File: src/rtl/sio_pkg.sv
package sio_pkg;
  localparam int unsigned DEF_FRAME_W = 8;
  localparam int unsigned DEF_SYNC_N  = 2;
  localparam int unsigned ERR_OVR_BIT = 0;
  localparam int unsigned ERR_UDR_BIT = 1;

  typedef struct packed {
    logic rise;
    logic fall;
    logic rxd;
  } sclk_ev_t;
endpackage

File: src/rtl/sio_sync_edge.sv
module sio_sync_edge
  import sio_pkg::*;
#(
  parameter int unsigned SYNC_N = DEF_SYNC_N
) (
  input  logic     clk_i,
  input  logic     rst_ni,
  input  logic     sclk_i,
  input  logic     rxd_i,
  output sclk_ev_t ev_o
);
  logic [SYNC_N-1:0] sclk_q, rxd_q;
  logic              sclk_prev_q;

  always_ff @(posedge clk_i or negedge rst_ni) begin
    if (!rst_ni) begin
      sclk_q      <= '1;
      rxd_q       <= '1;
      sclk_prev_q <= 1'b1;
    end else begin
      sclk_q      <= {sclk_q[SYNC_N-2:0], sclk_i};
      rxd_q       <= {rxd_q[SYNC_N-2:0], rxd_i};
      sclk_prev_q <= sclk_q[SYNC_N-1];
    end
  end

  // rxd goes through the same depth as sclk so the sample stays aligned
  assign ev_o.rise = sclk_q[SYNC_N-1] & ~sclk_prev_q;
  assign ev_o.fall = ~sclk_q[SYNC_N-1] & sclk_prev_q;
  assign ev_o.rxd  = rxd_q[SYNC_N-1];
endmodule

File: src/rtl/sio_shift_core.sv
module sio_shift_core
  import sio_pkg::*;
#(
  parameter int unsigned FRAME_W = DEF_FRAME_W
) (
  input  logic               clk_i,
  input  logic               rst_ni,
  input  sclk_ev_t           ev_i,
  input  logic               idle_lvl_i,
  input  logic               load_en_i,
  input  logic [FRAME_W-1:0] load_data_i,
  output logic               frame_start_o,
  output logic               frame_end_o,
  output logic               sh_valid_o,
  output logic [FRAME_W-1:0] rx_word_o,
  output logic               txd_o
);
  localparam int unsigned CNT_W = (FRAME_W > 2) ? $clog2(FRAME_W) : 1;
  localparam logic [CNT_W-1:0] LAST_BIT = CNT_W'(FRAME_W - 1);

  logic               active_q;
  logic [CNT_W-1:0]   cnt_q;
  logic [FRAME_W-1:0] tx_sh_q, rx_sh_q;
  logic               sh_valid_q;

  assign frame_start_o = ev_i.fall & ~active_q;
  assign frame_end_o   = ev_i.rise & active_q & (cnt_q == LAST_BIT);
  assign rx_word_o     = {ev_i.rxd, rx_sh_q[FRAME_W-1:1]};
  assign sh_valid_o    = sh_valid_q;
  assign txd_o         = (active_q & sh_valid_q) ? tx_sh_q[0] : idle_lvl_i;

  always_ff @(posedge clk_i or negedge rst_ni) begin
    if (!rst_ni) begin
      active_q   <= 1'b0;
      cnt_q      <= '0;
      tx_sh_q    <= '0;
      rx_sh_q    <= '0;
      sh_valid_q <= 1'b0;
    end else begin
      if (ev_i.fall) begin
        if (!active_q) begin
          active_q <= 1'b1;
          cnt_q    <= '0;
        end else begin
          tx_sh_q  <= tx_sh_q >> 1;
        end
      end
      if (ev_i.rise && active_q) begin
        rx_sh_q <= rx_word_o;
        if (cnt_q == LAST_BIT) begin
          active_q   <= 1'b0;
          cnt_q      <= '0;
          sh_valid_q <= 1'b0;
        end else begin
          cnt_q <= cnt_q + 1'b1;
        end
      end
      if (load_en_i) begin
        tx_sh_q    <= load_data_i;
        sh_valid_q <= 1'b1;
      end
    end
  end
endmodule

File: src/rtl/sio_buf_ctrl.sv
module sio_buf_ctrl
  import sio_pkg::*;
#(
  parameter int unsigned FRAME_W = DEF_FRAME_W
) (
  input  logic               clk_i,
  input  logic               rst_ni,
  input  logic               dbuf_en_i,
  input  logic               tx_wr_i,
  input  logic [FRAME_W-1:0] tx_data_i,
  input  logic               rx_rd_i,
  input  logic [1:0]         err_clr_i,
  input  logic               frame_start_i,
  input  logic               frame_end_i,
  input  logic               sh_valid_i,
  input  logic [FRAME_W-1:0] rx_word_i,
  output logic               load_en_o,
  output logic [FRAME_W-1:0] load_data_o,
  output logic [FRAME_W-1:0] rx_data_o,
  output logic               tx_full_o,
  output logic               rx_full_o,
  output logic               tx_irq_o,
  output logic               rx_irq_o,
  output logic               ovr_o,
  output logic               udr_o
);
  logic [FRAME_W-1:0] tx_buf_q, rx_buf_q;
  logic tx_full_q, rx_full_q, tx_irq_q, rx_irq_q, ovr_q, udr_q;
  logic load_start, load_end, udr_set, ovr_set, rx_take;

  assign load_start = frame_start_i & ~sh_valid_i & tx_full_q;
  assign load_end   = frame_end_i & dbuf_en_i & tx_full_q;
  assign load_en_o  = load_start | load_end;
  assign load_data_o = tx_buf_q;
  assign udr_set    = frame_start_i & ~sh_valid_i & ~tx_full_q;
  assign ovr_set    = frame_end_i & rx_full_q;
  assign rx_take    = frame_end_i & ~rx_full_q;

  always_ff @(posedge clk_i or negedge rst_ni) begin
    if (!rst_ni) begin
      tx_buf_q  <= '0;
      rx_buf_q  <= '0;
      tx_full_q <= 1'b0;
      rx_full_q <= 1'b0;
      tx_irq_q  <= 1'b0;
      rx_irq_q  <= 1'b0;
      ovr_q     <= 1'b0;
      udr_q     <= 1'b0;
    end else begin
      if (tx_wr_i) begin
        tx_buf_q  <= tx_data_i;
        tx_full_q <= 1'b1;
      end else if (load_en_o) begin
        tx_full_q <= 1'b0;
      end
      if (rx_take) begin
        rx_buf_q  <= rx_word_i;
        rx_full_q <= 1'b1;
      end else if (rx_rd_i) begin
        rx_full_q <= 1'b0;
      end
      tx_irq_q <= dbuf_en_i ? load_en_o : frame_end_i;
      rx_irq_q <= rx_take;
      ovr_q    <= ovr_set | (ovr_q & ~err_clr_i[ERR_OVR_BIT]);
      udr_q    <= udr_set | (udr_q & ~err_clr_i[ERR_UDR_BIT]);
    end
  end

  assign rx_data_o = rx_buf_q;
  assign tx_full_o = tx_full_q;
  assign rx_full_o = rx_full_q;
  assign tx_irq_o  = tx_irq_q;
  assign rx_irq_o  = rx_irq_q;
  assign ovr_o     = ovr_q;
  assign udr_o     = udr_q;
endmodule

File: src/rtl/sio_slave_shifter.sv
module sio_slave_shifter
  import sio_pkg::*;
#(
  parameter int unsigned FRAME_W = DEF_FRAME_W,
  parameter int unsigned SYNC_N  = DEF_SYNC_N
) (
  input  logic               clk_i,
  input  logic               rst_ni,
  input  logic               sclk_i,
  input  logic               rxd_i,
  output logic               txd_o,
  input  logic               dbuf_en_i,
  input  logic               idle_lvl_i,
  input  logic               tx_wr_i,
  input  logic [FRAME_W-1:0] tx_data_i,
  input  logic               rx_rd_i,
  output logic [FRAME_W-1:0] rx_data_o,
  output logic               tx_full_o,
  output logic               rx_full_o,
  input  logic [1:0]         err_clr_i,
  output logic               tx_irq_o,
  output logic               rx_irq_o,
  output logic               ovr_o,
  output logic               udr_o
);
  sclk_ev_t           ev;
  logic               frame_start, frame_end, sh_valid, load_en;
  logic [FRAME_W-1:0] rx_word, load_data;

  sio_sync_edge #(.SYNC_N(SYNC_N)) u_sync (
    .clk_i  (clk_i),
    .rst_ni (rst_ni),
    .sclk_i (sclk_i),
    .rxd_i  (rxd_i),
    .ev_o   (ev)
  );

  sio_shift_core #(.FRAME_W(FRAME_W)) u_core (
    .clk_i         (clk_i),
    .rst_ni        (rst_ni),
    .ev_i          (ev),
    .idle_lvl_i    (idle_lvl_i),
    .load_en_i     (load_en),
    .load_data_i   (load_data),
    .frame_start_o (frame_start),
    .frame_end_o   (frame_end),
    .sh_valid_o    (sh_valid),
    .rx_word_o     (rx_word),
    .txd_o         (txd_o)
  );

  sio_buf_ctrl #(.FRAME_W(FRAME_W)) u_ctrl (
    .clk_i         (clk_i),
    .rst_ni        (rst_ni),
    .dbuf_en_i     (dbuf_en_i),
    .tx_wr_i       (tx_wr_i),
    .tx_data_i     (tx_data_i),
    .rx_rd_i       (rx_rd_i),
    .err_clr_i     (err_clr_i),
    .frame_start_i (frame_start),
    .frame_end_i   (frame_end),
    .sh_valid_i    (sh_valid),
    .rx_word_i     (rx_word),
    .load_en_o     (load_en),
    .load_data_o   (load_data),
    .rx_data_o     (rx_data_o),
    .tx_full_o     (tx_full_o),
    .rx_full_o     (rx_full_o),
    .tx_irq_o      (tx_irq_o),
    .rx_irq_o      (rx_irq_o),
    .ovr_o         (ovr_o),
    .udr_o         (udr_o)
  );
endmodule

File: config.mk
export PLATFORM = sky130hd
export DESIGN_NAME = sio_slave_shifter
export DESIGN_NICKNAME = d
export VERILOG_FILES = /design/src/rtl/sio_pkg.sv /design/src/rtl/sio_sync_edge.sv /design/src/rtl/sio_shift_core.sv /design/src/rtl/sio_buf_ctrl.sv /design/src/rtl/sio_slave_shifter.sv
export SDC_FILE = /design/constraint.sdc
export NUM_CORES = 1
export LEC_CHECK = 0
export BUFFER_PORTS_ARGS = -buffer_cell sky130_fd_sc_hd__buf_2
export CORE_UTILIZATION = 35
export DETAILED_ROUTE_END_ITERATION = 16
export GPL_TIMING_DRIVEN = 0
export HOLD_SLACK_MARGIN = 0.03
export PLACE_DENSITY = 0.65
export SKIP_CTS_REPAIR_TIMING = 1
export SLEW_MARGIN = 40
export SYNTH_ARGS = -nofsm -noshare
export SYNTH_HDL_FRONTEND = slang
export SYNTH_SLANG_ARGS = --single-unit
File: constraint.sdc
create_clock -name clk_i -period 2.4 [get_ports clk_i]
set_clock_uncertainty 0.05 [all_clocks]
set_input_delay 0.72 -clock clk_i [delete_from_list [all_inputs] [get_ports clk_i]]
set_output_delay 0.72 -clock clk_i [all_outputs]
set_load 0.005 [all_outputs]
[Word level (Yosys, flattened, before mapping)]
Index checks and enable logic that the tools add are counted.
Storage, ports and cells
  bits in writable memories: 0
  bits in read-only memories: 0
  flip-flop bits (word level): 48
  latch bits: 0
  logic and storage cells: 75
  output and inout bits: 15
  memories: 0
Cells by class
  divide/modulo/power cells: 0
  muxes and demuxes: 19
  shift-type cells: 0
  magnitude comparators: 0
  multipliers: 0
  add/subtract/negate cells: 1
  reductions and logical operators: 11
  bitwise operators: 26
  eq/ne operators: 2
Operator list (count)
  2-to-1 mux 8 bit: 3
  AND 1 bit: 15
  nonzero test 2 bit: 7
  2-to-1 mux 1 bit: 12
  2-to-1 mux 3 bit: 4
  NOT 1 bit: 8
  AND reduction 2 bit: 3
  adder 3 x 1 -> 3 bit, second input constant: 1
  equality test 3 bit, second input constant: 1
  bitwise OR 1 bit: 3
  inequality test 2 bit, second input constant: 1
  logical AND 1 bit: 1

[Logic depth before layout (Yosys ltp)]
Gate-level depths: netlist (run 1).
  word-level depth: 9
  gate-level depth with buffers: 6
  mapped depth without buffers: 5

[Cells and area by module]
A second synthesis (run 1) with hierarchy kept.
Second synthesis, totals
  cell total of the unflattened synthesis: 137
  area, all modules: 1940.6 µm²
By module, submodules not included
  sio_shift_core: area an instance 910.9 µm², times used 1, sequential area each 500.5 µm², cells each 74
  sio_buf_ctrl: area an instance 875.8 µm², times used 1, sequential area each 550.5 µm², cells each 55
  sio_sync_edge: area an instance 153.9 µm², times used 1, sequential area each 131.4 µm², cells each 8

[Worst setup path before layout (run 1)]
No wires, ideal clock.
  kind: reg2reg
  start point: reg u_sync.sclk_prev_q
  end point: reg u_core.tx_sh_q[0]
  clock period less this slack: 1.887 ns
  stages on the path, launching flop included: 6
  arrival time: 1.712 ns
  slack: 0.513 ns
  cells stage by stage: dfstp_2 > buf_4 > or4b_4 > o22a_1 > buf_6 > mux2_4
On the way
  word-level cells in the longest chain between the ends: 9
  elaborated cells on any way between the ends: 15
  classes of those cells: mux (1); bitwise (11); reduce/logical (3)
RTL lines
  start: declaration: RTL line sio_sync_edge.sv:13  | logic sclk_prev_q;
  start signal: assignment: RTL line sio_sync_edge.sv:23  | sclk_prev_q <= sclk_q[SYNC_N-1];
  NOT 1 bit: RTL line sio_sync_edge.sv:28  | assign ev_o.rise = sclk_q[SYNC_N-1] & ~sclk_prev_q;
  AND 1 bit: RTL line sio_sync_edge.sv:28
  AND 1 bit (2 in series): RTL line sio_shift_core.sv:27  | assign frame_end_o = ev_i.rise & active_q & (cnt_q == LAST_BIT);
  AND 1 bit (2 in series): RTL line sio_buf_ctrl.sv:32  | assign load_end = frame_end_i & dbuf_en_i & tx_full_q;
  bitwise OR 1 bit: RTL line sio_buf_ctrl.sv:33  | assign load_en_o = load_start | load_end;
  nonzero test 2 bit (no line)
  AND reduction 2 bit (no line)
  end signal: assignment: RTL line sio_shift_core.sv:45  | tx_sh_q <= tx_sh_q >> 1;
  end signal: assignment: RTL line sio_shift_core.sv:59  | tx_sh_q <= load_data_i;
  end: declaration: RTL line sio_shift_core.sv:23  | logic [FRAME_W-1:0] tx_sh_q, rx_sh_q;
Several ways; a longest one is shown, not always the timed one.
A chain may end at the register's enable or synchronous reset.

[Worst setup path in the final report (run 1)]
  start point: reg u_core.active_q
  end point: out txd_o
On the way
  word-level cells in the longest chain between the ends: 2
RTL lines
  start: declaration: RTL line sio_shift_core.sv:21  | logic active_q;
  start signal: assignment: RTL line sio_shift_core.sv:34  | active_q <= 1'b0;
  start signal: assignment: RTL line sio_shift_core.sv:42  | active_q <= 1'b1;
  start signal: assignment: RTL line sio_shift_core.sv:51  | active_q <= 1'b0;
  AND 1 bit: RTL line sio_shift_core.sv:30  | assign txd_o = (active_q & sh_valid_q) ? tx_sh_q[0] : idle_lvl_i;
  2-to-1 mux 1 bit: RTL line sio_shift_core.sv:30
  end: declaration: RTL line sio_slave_shifter.sv:11  | output logic txd_o,
Every way passes these cells.

==> impl_metrics.toml, run 1 <==
[clock_network]
root_buffer = "clkbuf_8"
cts_buffers = 5
clk_pin_slew_ns = 0.08
clockBufferDepth = 2
cts-htree-levels = 2
clkSinkCount = 47
cts_tree = "done"
clk_latency_ns = 0.30

[worst_setup_path]
crit_required_ns = 1.63
end_kind = "primary output"
critPathMaxStageDelay_ns = 0.43
critPathLaunchType = "register"
worstSetupPathType = "register to primary output"
critical-path-top-delay-family = "flip-flops"
cp.arrival_ns = 1.47
path_buf_inv = 2
path_cells = "clkbuf_2 > nand2_1 > mux2_2 > buf_2"
cp_slowest_cell = "dfrtp_1"
crit_path_max_fanout = 10

[sta]
maxSlewViolCount = 0
period_share_pct = 93.5
worst_slew_margin_rel_pct = 61.7
tightest_slew_ns = 0.575
fin_tns_setup_ns = 0
grt_setup_unrepaired = "false"
setup_violations = 0
hold_viol_final = 0
postLayoutSetupSlackWorst_ns = 0.156
min_period_ns = 2.24
timing.fmax_mhz = 446

[synth]
ys_seq_elements = 47
synth_top_area_cell = "dfrtp_1"
syn_area_per_cell_um2 = 13.0
synth_cell_types = 28
netlist_instances = 149
synth_most_common_cell = "dfrtp_1"
async_flop_share_pct = 100
synth_seq_area_share_pct = 61.0
synth_edf_count = 0
netlist_area_um2 = 1940
synthFlopType = "dfrtp_1"
synthTopCellsByCount = "dfrtp_1 (42), nand2_1 (27), mux2_2 (23)"
syn-num-nets = 169
yosysWarningCount = 0
synth_area_leaders = "dfrtp_1 (54%), mux2_2 (13%), dfstp_2 (6.8%)"
synth_top_cell_area_share_pct = 54.2

[grt]
grt_pass1_vias = 1157
track_usage_pct = 12.0
grt_max_degree = 48
grt_pass1_wl_mm = 5.48
antenna_found_initial = 0
overflow = 0

[power]
powerDensity_nw_per_um2 = 921
peakVddDrop_mv = 0.413
seqPwrFrac_pct = 53.1
intPower_mw = 1.51
clockPowerShare_pct = 23.2
p_sw_share_pct = 28.0
combPwrFrac_pct = 23.7
fin_total_pwr_mw = 2.10
p_leak_nw = 1.18
switchingPower_mw = 0.587

[final_layout]
num-fill-cells = 503
finish.instance_area_um2 = 2280
nNetsFinal = 207
final_util_pct = 43.7
diodes = 0
drive_gt1_share_pct = 42.6
area_growth_pct = 17.4

[detailed_routing]
antenna_left = 0
drcViolationCount = 0
vias = 1211
via_per_inst = 4.69
dr.pass1.iters = 4
wl_per_cell_um = 12.3
initialDrtViolationCount = 56
routed_wl_mm = 3.16

[place]
pre_cts_ws_ns = 0.369
io_buffers = 31
gp_congestion = 0.726
dpl_cell_area_um2 = 2180

[floorplan]
fp.dieH_um = 76.4
die_x_um = 76.4
die_area_um2 = 5840
start_util_pct = 37.2
rows = 26
io_pins = 33
core_area_um2 = 5200

[flow_run]
cap_viol_max_count = 0

[status]
outcome = "finished clean"

[worst_hold_path]
holdCritPathClass = "register to register"
## power groups by stage
stage,clock network [mW],logic (mW),registers [mW]
after floorplan,0,0.362,1.10
after global placement,0,0.490,1.12
after detailed placement,0,0.502,1.13
after CTS,0.501,0.504,1.11
after global routing,0.524,0.554,1.14
final,0.485,0.497,1.11
## metal layers
| metal | GRT usage [%] | part of all wire (%) | vias to the layer above | routed length, um |
|---|---|---|---|---|
| li1 | - | - | 585 | - |
| met1 | 16.1 | 49 | 584 | 1560 |
| met2 | 18.1 | 44 | 36 | 1380 |
| met3 | 3.59 | 5.5 | 6 | 173 |
| met4 | 4.62 | 1.4 | 0 | 45 |
| met5 | 0 | 0 | - | 0 |
## kinds of logic (layout without fill, tap and decap cells)
family / after synthesis / count (layout) / share of synthesized area [%]
flops: 47 / 47 / 61.0
buf+inv: 13 / 52 / 3.23
simple gates: 39 / 39 / 9.49
mux: 32 / 32 / 19.8
fa+ha+maj: 2 / 2 / 1.29
compound gates: 16 / 16 / 5.16
## state kept, by name (all words and copies together), names as in the netlist, 2 cells and up
signal,flops
u_sync.rxd_q,2
u_core.cnt_q,3
u_ctrl.load_data_o,8
u_ctrl.rx_data_o,8
u_sync.sclk_q,2
u_core.tx_sh_q,8
u_core.rx_sh_q,7
## worst paths after layout
| kind | slack, ns | from | cells after the start | end |
|---|---|---|---|---|
| max | 0.16 | u_core.active_q$_DFF_PN0_ | 4 | txd_o |
| min | 0.31 | u_sync.sclk_q[0]$_DFF_PN1_ | 0 | u_sync.sclk_q[1]$_DFF_PN1_ |
| max reg2reg | 0.35 | u_sync.sclk_q[1]$_DFF_PN1_ | 4 | u_core.tx_sh_q[4]$_DFFE_PN0P_ |
| min reg2reg | 0.31 | u_sync.sclk_q[0]$_DFF_PN1_ | 0 | u_sync.sclk_q[1]$_DFF_PN1_ |
| max in group asynchronous | 1.54 | rst_ni | 1 | u_core.tx_sh_q[2]$_DFFE_PN0P_ |
| min in group asynchronous | 0.36 | rst_ni | 1 | u_ctrl.tx_irq_o$_DFF_PN0_ |
## cells in the final DEF (no fill, tap or decap), drive strengths merged, types with 3 or more instances in the layout
| master | n |
|---|---|
| mux2 | 30 |
| nor2 | 3 |
| clkbuf | 10 |
| a21oi | 5 |
| o21ai | 3 |
| nand2 | 27 |
| dfstp | 5 |
| inv | 6 |
| dfrtp | 42 |
| buf | 35 |
## cell type report
type | instances | area, um2 | area share (%)
multi-input combinational | 89 | 693 | 30.5
inverter | 6 | 22.5 | 0.990
buffer | 7 | 41.3 | 1.81
sequential | 47 | 1180 | 52.0
clock buffer | 7 | 86.3 | 3.79
tap | 70 | 87.6 | 3.85
timing repair buffer | 31 | 158 | 6.93
clock inverter | 1 | 5.00 | 0.220
## metrics by stage
step / hold slack, ns / cells
2_1_floorplan: 0.295 / 149
3_3_place_gp: 0.296 / 250
3_5_place_dp: 0.298 / 250
4_1_cts: 0.314 / 258
5_1_grt: 0.317 / 258
6_report: 0.311 / 258
## worst reg2reg max path, stage by stage, from the launching register on
cell and delay, ns:
dfstp_2 0.56, clkbuf_1 0.30, nand3b_1 0.38, mux2_2 0.39, mux2_4 0.26
(Power assumes the default switching activity.)
==> run 2, diff against run 1 <==
CORE_UTILIZATION = 28   (was 35)
PLACE_DENSITY = 0.57   (was 0.65)
==> run 2 against run 1 <==
Critical path depth unchanged. Highest routed layer unchanged. Die area up 24%. Fmax up 0.24%.
==> impl_metrics.toml, run 2 (synthesis results as in run 1) <==
[status]
outcome = "finished clean"

[worst_setup_path]
path_cells = "clkbuf_2 > nand2_1 > mux2_2 > buf_2"
critPathMaxStageDelay_ns = 0.43
cp-startpoint = "u_core.active_q$_DFF_PN0_"
critPathLaunchType = "register"
end_kind = "primary output"
crit_required_ns = 1.63
crit_path_max_fanout = 10
rr_startpoint = "u_sync.sclk_q[1]$_DFF_PN1_"
cp.arrival_ns = 1.47
worstSetupPathType = "register to primary output"
cp_slowest_cell = "dfrtp_1"

[sta]
hold_viol_final = 0
fin_tns_setup_ns = 0
tightest_slew_ns = 0.585
period_share_pct = 93.3
min_period_ns = 2.24
worst_slew_margin_rel_pct = 61.0
maxSlewViolCount = 0
timing.fmax_mhz = 447
setup_violations = 0
grt_setup_unrepaired = "false"

[final_layout]
mostFrequentLayoutCells = "dfrtp_1 (42), buf_2 (32), nand2_1 (27)"
multi_input_area_um2 = 693
diodes = 0
final_util_pct = 35.7
num-fill-cells = 636
fin_cells = 265
nNetsFinal = 207
area_growth_pct = 20.2
drive_gt1_share_pct = 43.1
seq_area_um2 = 1180
final_common_cell = "dfrtp_1"

[place]
post-dp-hpwl_mm = 2.27
gp_congestion = 0.711
io_buffers = 31
dpl.cell_count = 257

[floorplan]
rows = 29
core_area_um2 = 6530
start_util_pct = 29.7
die_area_um2 = 7260
io_pins = 33
die_x_um = 85.2
fp.dieH_um = 85.2

[detailed_routing]
via_per_inst = 4.51
top_layer_used = "met4"
wl_met1_mm = 1.62
vias = 1194
drcViolationCount = 0
routed_wl_mm = 3.31
wl_per_cell_um = 12.5
antenna_left = 0
dr.pass1.iters = 4
met3WireLength_um = 144
dr_wl_met2_mm = 1.46
initialDrtViolationCount = 97

[clock_network]
cts_buffers = 5
clk_latency_ns = 0.30
clk_pin_slew_ns = 0.09
clockBufferDepth = 2
root_buffer = "clkbuf_8"
cts_tree = "done"
clkSinkCount = 47
cts-htree-levels = 2

[power]
p_leak_nw = 1.19
powerDensity_nw_per_um2 = 983
fin_total_pwr_mw = 2.29
peakVddDrop_mv = 0.324

[grt]
track_usage_pct = 10.4
grt_max_degree = 48
overflow = 0
grt_pass1_wl_mm = 5.76
grt_pass1_vias = 1167
antenna_found_initial = 0

[worst_hold_path]
holdCritPathClass = "register to register"
worstHoldStart = "u_sync.sclk_q[0]$_DFF_PN1_"

[flow_run]
cap_viol_max_count = 0
==> run 2: cell types whose count changed in the layout (fill, tap and decap cells not counted) <==
cell,change
clkinvlp_4,+1
clkbuf_1,-1
bufinv_16,+2
clkinv_2,-1
clkbuf_8,-1
==> run 2: final timing paths <==
kind                                                  to  slack, ns  depth (start not counted)
min in group asynchronous  u_core.tx_sh_q[4]$_DFFE_PN0P_       0.37                          1
max                                                txd_o       0.16                          4
min reg2reg                   u_sync.sclk_q[1]$_DFF_PN1_       0.31                          0
max reg2reg                u_core.tx_sh_q[1]$_DFFE_PN0P_       0.35                          4
min                           u_sync.sclk_q[1]$_DFF_PN1_       0.31                          0
max in group asynchronous  u_core.rx_sh_q[3]$_DFFE_PN0N_       1.53                          1
==> run 2: per-layer routing <==
layer  global-route usage [%]  up-vias
li1                         -      584
met1                     14.0      580
met2                     14.9       24
met3                     2.92        6
met4                     6.01        0
met5                        0        -
==> run 2: area by class of cell <==
cell class | instances | share of cell area (%)
tap | 77 | 4.14
inverter | 6 | 0.967
timing repair buffer | 31 | 6.77
buffer | 7 | 1.77
clock buffer | 5 | 2.95
sequential | 47 | 50.8
clock inverter | 3 | 2.90
multi-input combinational | 89 | 29.8
==> run 2: worst max-delay path: cells and delay by family (launching register included) <==
| family | cells | cell delay, ns |
|---|---|---|
| buffers and inverters | 2 | 0.33 |
| flip-flops | 1 | 0.43 |
| multiplexers | 1 | 0.33 |
| AND/OR/NAND/NOR | 1 | 0.09 |
==> run 2: power by group <==
part	internal [mW]	leakage (nW)	switching, mW
registers	0.990	0.591	0.119
logic	0.285	0.538	0.215
clock network	0.415	0.0644	0.267
total	1.69	1.19	0.600
==> run 2: stage by stage <==
step	hold WS, ns	worst slack, ns	area, um2
final	0.310	0.161	2330
after global routing	0.318	0.0787	2330
after CTS	0.312	0.0503	2330
after detailed placement	0.298	0.355	2190
after global placement	0.296	0.386	2190
after floorplan	0.295	0.513	1940
